File: src/rtl/tape_rp_ctrl.sv
module tape_rp_ctrl #(
  parameter int DATA_W = 8
) (
  input  logic              clk,
  input  logic              rst_n,
  input  logic              cmd_we,
  input  logic [7:0]        cmd_data,
  input  logic              rd_re,
  output logic [DATA_W-1:0] rd_data,
  input  logic              wr_we,
  input  logic [DATA_W-1:0] wr_data,
  output logic [7:0]        sts,
  output logic              irq,
  output logic              rdr_req,
  input  logic              rdr_char_vld,
  input  logic [DATA_W-1:0] rdr_char,
  input  logic              rdr_eot,
  input  logic              rdr_online,
  output logic              pun_req,
  output logic [DATA_W-1:0] pun_data,
  input  logic              pun_done,
  input  logic              pun_online
);

  function automatic logic fld(input logic [1:0] c, input logic cur);
    case (c)
      2'b01:   fld = 1'b1;
      2'b10:   fld = 1'b0;
      default: fld = cur;
    endcase
  endfunction

  logic rd_mode, run, slew, arm, chp, busy, ovr, unav, rgo, pgo, irq_q;
  logic [DATA_W-1:0] rbuf, pbuf;

  logic n_rd, n_run, n_slew, n_arm, nmtn, offl;
  assign n_rd   = fld(cmd_data[1:0], rd_mode);
  assign n_slew = fld(cmd_data[3:2], slew);
  assign n_run  = fld(cmd_data[5:4], run);
  assign n_arm  = fld(cmd_data[7:6], arm);

  assign nmtn = rd_mode & ~run & ~rgo;
  assign offl = rd_mode ? ~rdr_online : ~pun_online;
  assign sts  = {ovr, 2'b00, nmtn, busy, ovr | nmtn, 1'b0, unav | offl};

  assign rd_data  = rbuf;
  assign pun_data = pbuf;
  assign rdr_req  = rgo;
  assign pun_req  = pgo;
  assign irq      = irq_q;

  always_ff @(posedge clk or negedge rst_n) begin
    if (!rst_n) begin
      rd_mode <= 1'b1;
      run     <= 1'b0;
      slew    <= 1'b0;
      arm     <= 1'b0;
      chp     <= 1'b0;
      busy    <= 1'b1;
      ovr     <= 1'b0;
      unav    <= 1'b0;
      rgo     <= 1'b0;
      pgo     <= 1'b0;
      irq_q   <= 1'b0;
      rbuf    <= '0;
      pbuf    <= '0;
    end else begin
      // mechanism events first; a host strobe in the same cycle overrides
      if (rdr_char_vld && rgo) begin
        if (rd_mode) begin
          busy <= 1'b0;
          if (arm) irq_q <= 1'b1;
          if (chp) ovr <= 1'b1;
        end
        chp  <= 1'b1;
        rbuf <= rdr_char;
        if (!slew) rgo <= 1'b0;
      end else if (rdr_eot && rgo) begin
        unav <= 1'b1;
        rgo  <= 1'b0;
      end
      if (pun_done && pgo) begin
        pgo <= 1'b0;
        if (!rd_mode) begin
          busy <= 1'b0;
          if (arm) irq_q <= 1'b1;
        end
      end

      if (cmd_we) begin
        arm     <= n_arm;
        rd_mode <= n_rd;
        if (!n_arm) irq_q <= 1'b0;
        if (n_rd != rd_mode) begin
          ovr <= 1'b0;
          if (n_rd ? rgo : pgo) begin
            busy  <= 1'b1;
            irq_q <= 1'b0;
          end else begin
            busy <= 1'b0;
            if (n_arm) irq_q <= 1'b1;
          end
        end
        if (n_rd) begin
          run  <= n_run;
          slew <= n_slew;
          if (n_run && !run) begin
            rgo  <= 1'b1;
            unav <= 1'b0;
          end else if (!n_run) begin
            rgo <= 1'b0;
          end
        end else begin
          unav <= 1'b0;
        end
      end else if (rd_re) begin
        if (run && !slew) begin
          rgo  <= 1'b1;
          unav <= 1'b0;
        end
        chp   <= 1'b0;
        irq_q <= 1'b0;
        if (rd_mode) busy <= 1'b1;
      end else if (wr_we) begin
        pbuf  <= wr_data;
        pgo   <= 1'b1;
        irq_q <= 1'b0;
        if (!rd_mode) busy <= 1'b1;
      end
    end
  end

  assert_overrun_R5: assert property (@(posedge clk) disable iff (!rst_n)
    rdr_char_vld && rgo && rd_mode && chp && !cmd_we |=> sts[7]);

  assert_irq_armed_R10: assert property (@(posedge clk) disable iff (!rst_n)
    $rose(irq) |-> arm);

  assert_read_busy_R4: assert property (@(posedge clk) disable iff (!rst_n)
    rd_re && rd_mode && !cmd_we |=> sts[3]);

  assert_stop_reader_R3: assert property (@(posedge clk) disable iff (!rst_n)
    cmd_we && cmd_data[1:0] == 2'b01 && cmd_data[5:4] == 2'b10 |=> !rdr_req);

  assert_punch_start_R6: assert property (@(posedge clk) disable iff (!rst_n)
    wr_we && !cmd_we && !rd_re |=> pun_req);

endmodule

File: config.mk
export PLATFORM = sky130hd
export DESIGN_NAME = tape_rp_ctrl
export DESIGN_NICKNAME = d
export VERILOG_FILES = /design/src/rtl/tape_rp_ctrl.sv
export SDC_FILE = /design/constraint.sdc
export NUM_CORES = 1
export LEC_CHECK = 0
export ABC_AREA = 1
export BUFFER_PORTS_ARGS = -buffer_cell sky130_fd_sc_hd__buf_2
export CAP_MARGIN = 20
export CORE_AREA = 8 8 66 68
export CTS_CLUSTER_SIZE = 16
export DETAILED_ROUTE_END_ITERATION = 10
export DIE_AREA = 0 0 74 76
export HOLD_SLACK_MARGIN = 0.12
export PLACE_DENSITY = 0.73
export SYNTH_ARGS = -nofsm -noshare
export SYNTH_HDL_FRONTEND = slang
export SYNTH_SLANG_ARGS = --single-unit
File: constraint.sdc
create_clock -name clk -period 1.5 [get_ports clk]
set_input_delay 0.375 -clock clk [delete_from_list [all_inputs] [get_ports clk]]
set_output_delay 0.375 -clock clk [all_outputs]
set_load 0.1 [all_outputs]
==> flow_summary.yaml, run 1 <==
route:
  drt_first_pass_iters: 4
  drc: 0
  vias_per_cell: 4.45
  vias: 1189
  detail-route-antenna-nets: 0
  wl_per_cell_um: 12.6
  drt_wl_total_um: 3360
  drt_first_iter_violations: 38
floorplanning:
  initial_core_util_pct: 41.5
  core_region_area_mm2: 0.00344
  die_h_um: 76
  io_pins: 61
  row_count: 22
  die-area_mm2: 0.00562
  die_x_um: 74
grt:
  grt_pass1_wl_um: 5720
  grt_max_degree: 17
  grt_pass1_vias: 1242
  overflow: 0
  antenna_found_initial: 0
  grt_usage_pct: 12.4
power:
  peakVddDrop_uv: 687
  leakagePower_uw: 0.00112
  p_per_area_mw_per_mm2: 1950
hold_path:
  holdPathEnd: "pun_req"
  holdPathStages: 2
  min-delay-start: "pun_done"
  hold_path_class: "in -> reg"
cells_and_area:
  fin_area_mm2: 0.00206
  n_fill_cell: 296
  fin_util_pct: 60.0
  drive_above_1_share_pct: 47.5
  layout_common_cells: "nand2_1 (33), buf_2 (33), buf_4 (26)"
  area.growth.synth_to_final_pct: 44.6
  layout.nets: 258
  antenna_cells: 0
run_status:
  status: "complete, but fails checks"
  violations: "negative setup slack"
critical_path:
  worst_r2r_path_depth: 5
  regToRegSetupSlack_ns: 0.05
  cp.arrival_ns: 1.43
  crit_path_end_kind: "output port"
  startpoint_type: "flop"
  crit_fanout: 3
  timing.rr.end: "rd_data[3]"
  path_class: "reg -> out"
  r2r_start: "rdr_req"
  required_ns: 1.12
logic_synthesis:
  synthAdderAreaFrac_pct: 3.51
  synthDistinctLibCells: 25
  netlist_area_mm2: 0.00143
  synth-compound-area-share_pct: 6.32
  synth_top_family_by_area: "simple AND/OR/NAND/NOR gates"
  synth_xor_area_share_pct: 0
  synth_simple_gate_area_share_pct: 18.2
  ys_warn_count: 0
  synth_cells: 150
  syn_area_per_cell_um2: 9.51
  yosysSeqAreaShare_pct: 47.5
  synthMuxAreaShare_pct: 14.7
  ys_seq_elements: 27
placed_design:
  place_congestion: 0.859
  hpwlAfterDp_um: 2740
  place_area_mm2: 0.00191
  port_buffers: 57
  place_ws_ns: -0.0462
timing:
  finalCritPeriodShare_pct: 120
  final-setup-viol-count: 4
  grt_setup_unrepaired: "true"
  final_hold_viol_count: 0
  fin_ws_ns: -0.304
  clock.fmax_ghz: 0.554
  clock_skew_ns: 0.00304
  drv_slew: 0
  finalCriticalPeriod_ns: 1.80
clock_network:
  cts_tree: "built"
  ctsLongestPathBuffers: 2
  h-tree-depth: 1
  cts.sinks: 27
  clock_latency_ns: 0.32
  root_buffer: "clkbuf_4"
  clk_pin_slew_ns: 0.15
  cts_buffers: 3
run:
  drv_cap: 0
-- logic make-up (layout without fill, tap and decap cells) --
family | count (synthesis) | in the layout
and+or+nand+nor | 57 | 57
buffers and inverters | 28 | 95
DFF | 27 | 27
muxes | 16 | 16
adders and majority gates | 4 | 4
AOI/OAI and AO/OA | 17 | 17
other | 1 | 3
-- per-stage QoR --
stage / hold WS (ns) / cells / total power, uW / TNS, ns
6_report: 0.232 / 267 / 4020 / -1.01
3_5_place_dp: 0.325 / 258 / 3540 / -0.103
3_3_place_gp: 0.318 / 258 / 3510 / 0
2_1_floorplan: 0.0794 / 152 / 3010 / -0.123
5_1_grt: 0.248 / 267 / 4190 / -1.20
4_1_cts: 0.214 / 264 / 3970 / -0.998
-- critical path: stages, from the launching register on --
cell	delay [ns]
dfstp_2	0.59
inv_4	0.05
nor3_4	0.14
or2_4	0.16
buf_12	0.16
-- synth_stat cells (all sizes together) --
cell / n / area, um2
ha: 4 / 50.1
nor2: 11 / 60.1
dfstp: 2 / 52.6
nand2: 37 / 151
o21ai: 10 / 50.1
a21oi: 4 / 20.0
o22ai: 2 / 12.5
o21bai: 1 / 7.51
mux2: 16 / 210
nor3: 1 / 5.00
inv: 21 / 78.8
nand3: 6 / 30.0
conb: 1 / 3.75
nand4: 1 / 6.26
or2: 1 / 6.26
dfrtp: 25 / 626
buf: 7 / 56.3
-- power breakdown --
group          switching [uW]  total [uW]  internal [uW]  leakage, uW
Sequential                140        1100            962     0.000325
Clock                     222         324            102    0.0000139
Combinational            1880        2600            717     0.000778
Total                    2240        4020           1780      0.00112
-- state kept, by name (all words and copies together), names as in the netlist --
| name | cells |
|---|---|
| slew | 1 |
| run | 1 |
| rdr_req | 1 |
| pun_req | 1 |
| arm | 1 |
| ovr | 1 |
| irq | 1 |
| unav | 1 |
| rd_data | 8 |
| busy | 1 |
| chp | 1 |
| rd_mode | 1 |
| pun_data | 8 |
-- how the worst max path moves through the flow --
| stage | start | endpoint | slack, ns | cells past startpoint |
|---|---|---|---|---|
| finish | rd_mode | sts[2] | -0.30 | 4 |
| global route | rd_mode | sts[2] | -0.37 | 4 |
| CTS | rd_mode | sts[2] | -0.31 | 4 |
| detailed placement | cmd_data[0] | rdr_req | -0.05 | 8 |
| global placement | cmd_data[0] | rdr_req | 0.03 | 8 |
| floorplan | rd_mode | sts[0] | -0.06 | 2 |
-- cell type report --
| type | instances | area, um2 | area share [%] |
|---|---|---|---|
| clock buffer | 3 | 22.5 | 1.09 |
| multi-input combinational | 97 | 669 | 32.4 |
| clock inverter | 1 | 7.51 | 0.364 |
| timing repair buffer | 70 | 541 | 26.2 |
| tap | 48 | 60.1 | 2.91 |
| inverter | 21 | 81.3 | 3.94 |
| sequential | 27 | 682 | 33.1 |
-- per-layer routing --
metal / vias up / GRT usage [%] / wire length (um)
li1: 612 / - / -
met2: 21 / 22.4 / 1880
met4: 0 / 4.20 / 25
met5: - / 0 / 0
met3: 2 / 1.05 / 108
met1: 554 / 14.4 / 1340
-- what timing repair did --
action                     4_1_cts  5_1_grt
resized for setup               18        7
hold buffers                     1        0
hold endpoints to repair        25        0
setup endpoints to repair       20        5
pin swaps                        2        1
setup buffers                    1        3
(Power assumes the default switching activity.)
==> inputs of run 2 (changes only) <==
ABC_AREA = not set   (was 1)
CORE_AREA = 8 8 65 67   (was 8 8 66 68)
DIE_AREA = 0 0 73 75   (was 0 0 74 76)
PLACE_DENSITY = 0.74   (was 0.73)
==> run 2 against run 1 <==
The run still ends with negative setup slack left. Hold slack improved by 0.034 ns. Critical path depth decreased by 1. Via count is 3.7% lower. Fmax is 1.8% higher. Count of clock-buffer cells in the layout stayed put. Synthesized cell count decreased by 23%. Core utilization up 1.1 points. Setup slack better by 0.031 ns. Cell count is 16% lower. Combinational power shrank 5%.
==> flow_summary.yaml, run 2 <==
critical_path:
  required_ns: 1.12
  crit_path_end_kind: "output port"
  crit_fanout: 3
  startpoint_type: "flop"
  r2r_start: "rd_mode"
  regToRegSetupSlack_ns: -0.06
  cp.arrival_ns: 1.40
  timing.rr.end: "rdr_req"
  path_class: "reg -> out"
  worst_r2r_path_depth: 6
power:
  peakVddDrop_uv: 1640
  p_per_area_mw_per_mm2: 1970
  leakagePower_uw: 0.000960
  power_uw: 3880
clock_network:
  h-tree-depth: 1
  cts_tree: "built"
  cts_buffers: 3
  root_buffer: "clkbuf_4"
  clock_latency_ns: 0.33
  clk_pin_slew_ns: 0.15
  ctsLongestPathBuffers: 2
  cts.sinks: 27
logic_synthesis:
  synth_area_leader_cell: "dfrtp_1"
  syn_area_per_cell_um2: 12.1
  yosys-top-cells-count: "dfrtp_1 (25), mux2_2 (17), inv_1 (9)"
  async_reset_ff_share_pct: 100
  yosysSeqAreaShare_pct: 48.7
  synth_area_leaders: "dfrtp_1 (45%), mux2_2 (14%), dfstp_2 (3.8%)"
  synth_cells: 115
  ys_warn_count: 0
  synth-main-ff-cell: "dfrtp_1"
  ys_seq_elements: 27
  synth_edf_count: 0
  synthDistinctLibCells: 39
  synthMostInstantiatedCell: "dfrtp_1"
  synth.top_cell.area_share_pct: 45.0
  netlist_area_mm2: 0.00139
cells_and_area:
  fin_area_mm2: 0.00197
  multi_input_area_um2: 656
  final_common_cell: "buf_2"
  n_fill_cell: 274
  antenna_cells: 0
  layout_common_cells: "buf_2 (33), buf_4 (25), dfrtp_1 (23)"
  area.growth.synth_to_final_pct: 41.7
  drive_above_1_share_pct: 60.3
  layout.nets: 218
  fin_util_pct: 61.0
  regArea_um2: 683
  final_cells: 225
placed_design:
  place_congestion: 0.803
  port_buffers: 57
  dp_cells: 217
  hpwlAfterDp_um: 2740
  place_area_mm2: 0.00186
grt:
  overflow: 0
  grt_pass1_vias: 1188
  grt_max_degree: 28
  grt_pass1_wl_um: 5560
  grt_usage_pct: 13.0
  antenna_found_initial: 0
hold_path:
  hold_path_class: "in -> reg"
  holdPathStages: 2
  min-delay-start: "wr_data[4]"
  holdPathEnd: "pun_data[4]"
route:
  drt_first_pass_iters: 4
  wl_per_cell_um: 15.4
  drt_first_iter_violations: 77
  drt_wl_total_um: 3450
  detail-route-antenna-nets: 0
  vias: 1145
  vias_per_cell: 5.09
  drc: 0
timing:
  drv_slew: 0
  max-slew-margin-rel_pct: 59.0
  grt_setup_unrepaired: "true"
  final-setup-viol-count: 6
  clock.fmax_ghz: 0.564
  final_hold_viol_count: 0
  finalCriticalPeriod_ns: 1.77
  clock_skew_ns: 0.0141
  worst_pin_slew_ns: 0.614
  finalCritPeriodShare_pct: 118
  fin_ws_ns: -0.272
run_status:
  status: "complete, but fails checks"
  violations: "negative setup slack"
floorplanning:
  initial_core_util_pct: 43.1
  die_x_um: 73
  io_pins: 61
  row_count: 21
  die-area_mm2: 0.00548
  die_h_um: 75
  core_region_area_mm2: 0.00323
run:
  drv_cap: 0
[run 2: cell type report]
cell class | instances | area share (%)
well taps | 46 | 2.92
repair buffers | 67 | 26.1
clock buffers | 3 | 1.14
flip-flops and latches | 27 | 34.6
inverters | 9 | 1.71
multi-input cells | 72 | 33.2
clock inverters | 1 | 0.254
[run 2: power by group]
part / internal (uW) / switching [uW]
sequential: 948 / 149
combinational: 678 / 1790
clock: 99.9 / 215
[run 2: how the worst max path moves through the flow]
stage	startpoint	endpoint	cells past startpoint
final	rd_mode	sts[0]	3
after global routing	rd_mode	sts[2]	4
after CTS	rd_mode	sts[2]	4
after detailed placement	cmd_data[0]	run	6
after global placement	cmd_data[0]	run	6
after floorplan	rdr_req	sts[2]	3
[run 2: repair_timing]
action / in CTS / in global routing
hold endpoints to repair: 25 / 0
gates resized for setup: 19 / 4
pin swaps: 2 / 1
hold buffers: 1 / 0
gates cloned: 0 / 0
endpoints found under the setup margin: 21 / 14
buffers inserted: 1 / 2
[run 2: per-stage QoR]
| step | hold slack (ns) | worst slack, ns | setup TNS, ns |
|---|---|---|---|
| detailed placement | 0.417 | -0.108 | -0.311 |
| global placement | 0.401 | -0.0807 | -0.114 |
| floorplan | 0.0794 | -0.104 | -0.182 |
| global route | 0.257 | -0.340 | -1.32 |
| finish | 0.266 | -0.272 | -0.869 |
| CTS | 0.257 | -0.284 | -0.947 |
[run 2: logic make-up after synthesis]
group           share of synthesized area, %
other cells                            0.270
flops                                   48.7
buf+inv                                 7.19
fa+ha+maj                               3.60
simple gates                            11.3
compound gates                          12.2
mux                                     16.6
[run 2: critical path, cell delays in order, from the launching register on]
cell,delay (ns)
dfstp_2,0.59
mux2i_1,0.08
or2_4,0.25
buf_12,0.16
[run 2: metal layers]
metal / GRT usage (%) / wire length [um] / vias to the layer above
met2: 23.3 / 1850 / 53
met1: 14.2 / 1310 / 556
met5: 0 / 0 / -
li1: - / - / 523
met4: 7.11 / 81 / 0
met3: 2.26 / 209 / 13
==> inputs of run 3 (changes only) <==
CORE_AREA = 2 2 59 61   (was 8 8 65 67)
DIE_AREA = 0 0 61 63   (was 0 0 73 75)
==> run 3 against run 2 <==
The run still ends with negative setup slack left. Cell count grew 1.3%. Wire length shrank 13%. Critical path depth grew 1. Global-route usage grew 3.8 points. Count of clock-buffer cells in the layout is the same. First-iteration DRC count shrank 45%. Setup slack gained 0.0052 ns. Clock power grew 3%.
==> flow_summary.yaml, run 3 (synthesis gave the netlist of run 2 again) <==
run_status:
  status: "complete, but fails checks"
  violations: "negative setup slack"
grt:
  grt_pass1_vias: 1155
  overflow: 0
  grt_max_degree: 28
  grt_pass1_wl_um: 5000
  antenna_found_initial: 0
  grt_usage_pct: 16.8
critical_path:
  path_cells: "inv_2 -> nor3_4 -> or2_4 -> buf_12"
  cpLargestDelayFamily: "flip-flops"
  cpMaxStageDelayCell: "dfstp_2"
  crit_buf_inv: 2
  required_ns: 1.12
  crit_fanout: 3
  startpoint_type: "flop"
  cp_slowest_stage_delay_ns: 0.58
  cp.arrival_ns: 1.39
  crit_path_end_kind: "output port"
  path_class: "reg -> out"
  regToRegSetupSlack_ns: 0.05
cells_and_area:
  drive_above_1_share_pct: 62.1
  final_common_cell: "buf_2"
  fin_area_mm2: 0.00202
  area.growth.synth_to_final_pct: 45.1
  layout_common_cells: "buf_2 (33), buf_4 (27), dfrtp_1 (23)"
  layout.nets: 221
  antenna_cells: 0
  fin_util_pct: 62.5
clock_network:
  cts.sinks: 27
  cts_buffers: 3
  root_buffer: "clkbuf_4"
  clk_pin_slew_ns: 0.16
  h-tree-depth: 1
  ctsLongestPathBuffers: 2
  clock_latency_ns: 0.33
  cts_tree: "built"
route:
  drt_wl_total_um: 3020
  drc: 0
  wl_per_cell_um: 13.2
  drt_first_iter_violations: 42
  drt_first_pass_iters: 4
  detail-route-antenna-nets: 0
  vias_per_cell: 4.89
  vias: 1116
timing:
  finalCriticalPeriod_ns: 1.77
  clock_skew_ns: 0.0114
  finalCritPeriodShare_pct: 118
  clock.fmax_ghz: 0.566
  drv_slew: 0
  grt_setup_unrepaired: "true"
  worst_pin_slew_ns: 0.606
  final-setup-viol-count: 4
  final_hold_viol_count: 0
  fin_ws_ns: -0.267
  max-slew-margin-rel_pct: 59.6
hold_path:
  hold_path_class: "in -> reg"
floorplanning:
  io_pins: 61
  row_count: 21
  die_h_um: 63
  initial_core_util_pct: 43.1
  die-area_mm2: 0.00384
  core_region_area_mm2: 0.00323
  die_x_um: 61
placed_design:
  hpwlAfterDp_um: 2280
  place_congestion: 0.787
  port_buffers: 57
  place_area_mm2: 0.00186
run:
  drv_cap: 0
power:
  peakVddDrop_uv: 1390
  leakagePower_uw: 0.000983
  p_per_area_mw_per_mm2: 1930
==> run 3: what timing repair did <==
item,in CTS,in global routing
pin swaps,4,0
endpoints found under the setup margin,22,10
setup buffers,4,3
cloned,0,0
gates resized for setup,24,6
endpoints found under the hold margin,25,0
hold buffers,1,0
==> run 3: power by group <==
group / internal, uW / switching [uW]
combinational: 697 / 1780
clock: 102 / 221
sequential: 948 / 146
total: 1750 / 2150
==> run 3: worst paths after layout <==
kind | cells after the start | to | startpoint
min | 2 | rd_data[7] | rdr_char[7]
max reg2reg | 6 | busy | rdr_req
min reg2reg | 1 | pun_data[4] | pun_data[4]
min in group asynchronous | 2 | rd_data[2] | rst_n
max in group asynchronous | 2 | rdr_req | rst_n
max | 4 | sts[2] | rd_mode
==> run 3: final cells by class <==
cell class	instances	area (um2)
Fill cell	263	1210
Sequential cell	27	683
Multi-Input combinational cell	72	671
Timing Repair Buffer	70	544
Tap cell	46	57.6
Inverter	9	33.8
Clock buffer	3	22.5
Clock inverter	1	7.51
==> run 3: routing by layer <==
metal	track usage, %	vias to the layer above	share of wire (%)	wire length, um
met5	0	-	0	0
met4	5.98	0	0.89	27
met3	0.621	2	3.9	117
met2	30.5	37	55	1670
met1	20.2	537	40	1200
li1	-	540	-	-
==> run 3: worst register-to-register path: cells and delay by family (launching register included) <==
kind | cells | cell delay [ns]
AOI/OAI and AO/OA | 2 | 0.37
and+or+nand+nor | 2 | 0.31
DFF | 1 | 0.47
buffers and inverters | 2 | 0.26
==> run 3: metrics by stage <==
| step | hold WS, ns | TNS (ns) | worst slack, ns | std cells | total power [uW] |
|---|---|---|---|---|---|
| after floorplan | 0.0794 | -0.182 | -0.104 | 117 | 2960 |
| after global placement | 0.405 | -0.118 | -0.0806 | 218 | 3390 |
| after detailed placement | 0.420 | -0.281 | -0.119 | 218 | 3430 |
| after CTS | 0.254 | -0.911 | -0.290 | 227 | 3900 |
| after global routing | 0.246 | -1.09 | -0.353 | 228 | 4050 |
| final | 0.263 | -0.795 | -0.267 | 228 | 3900 |
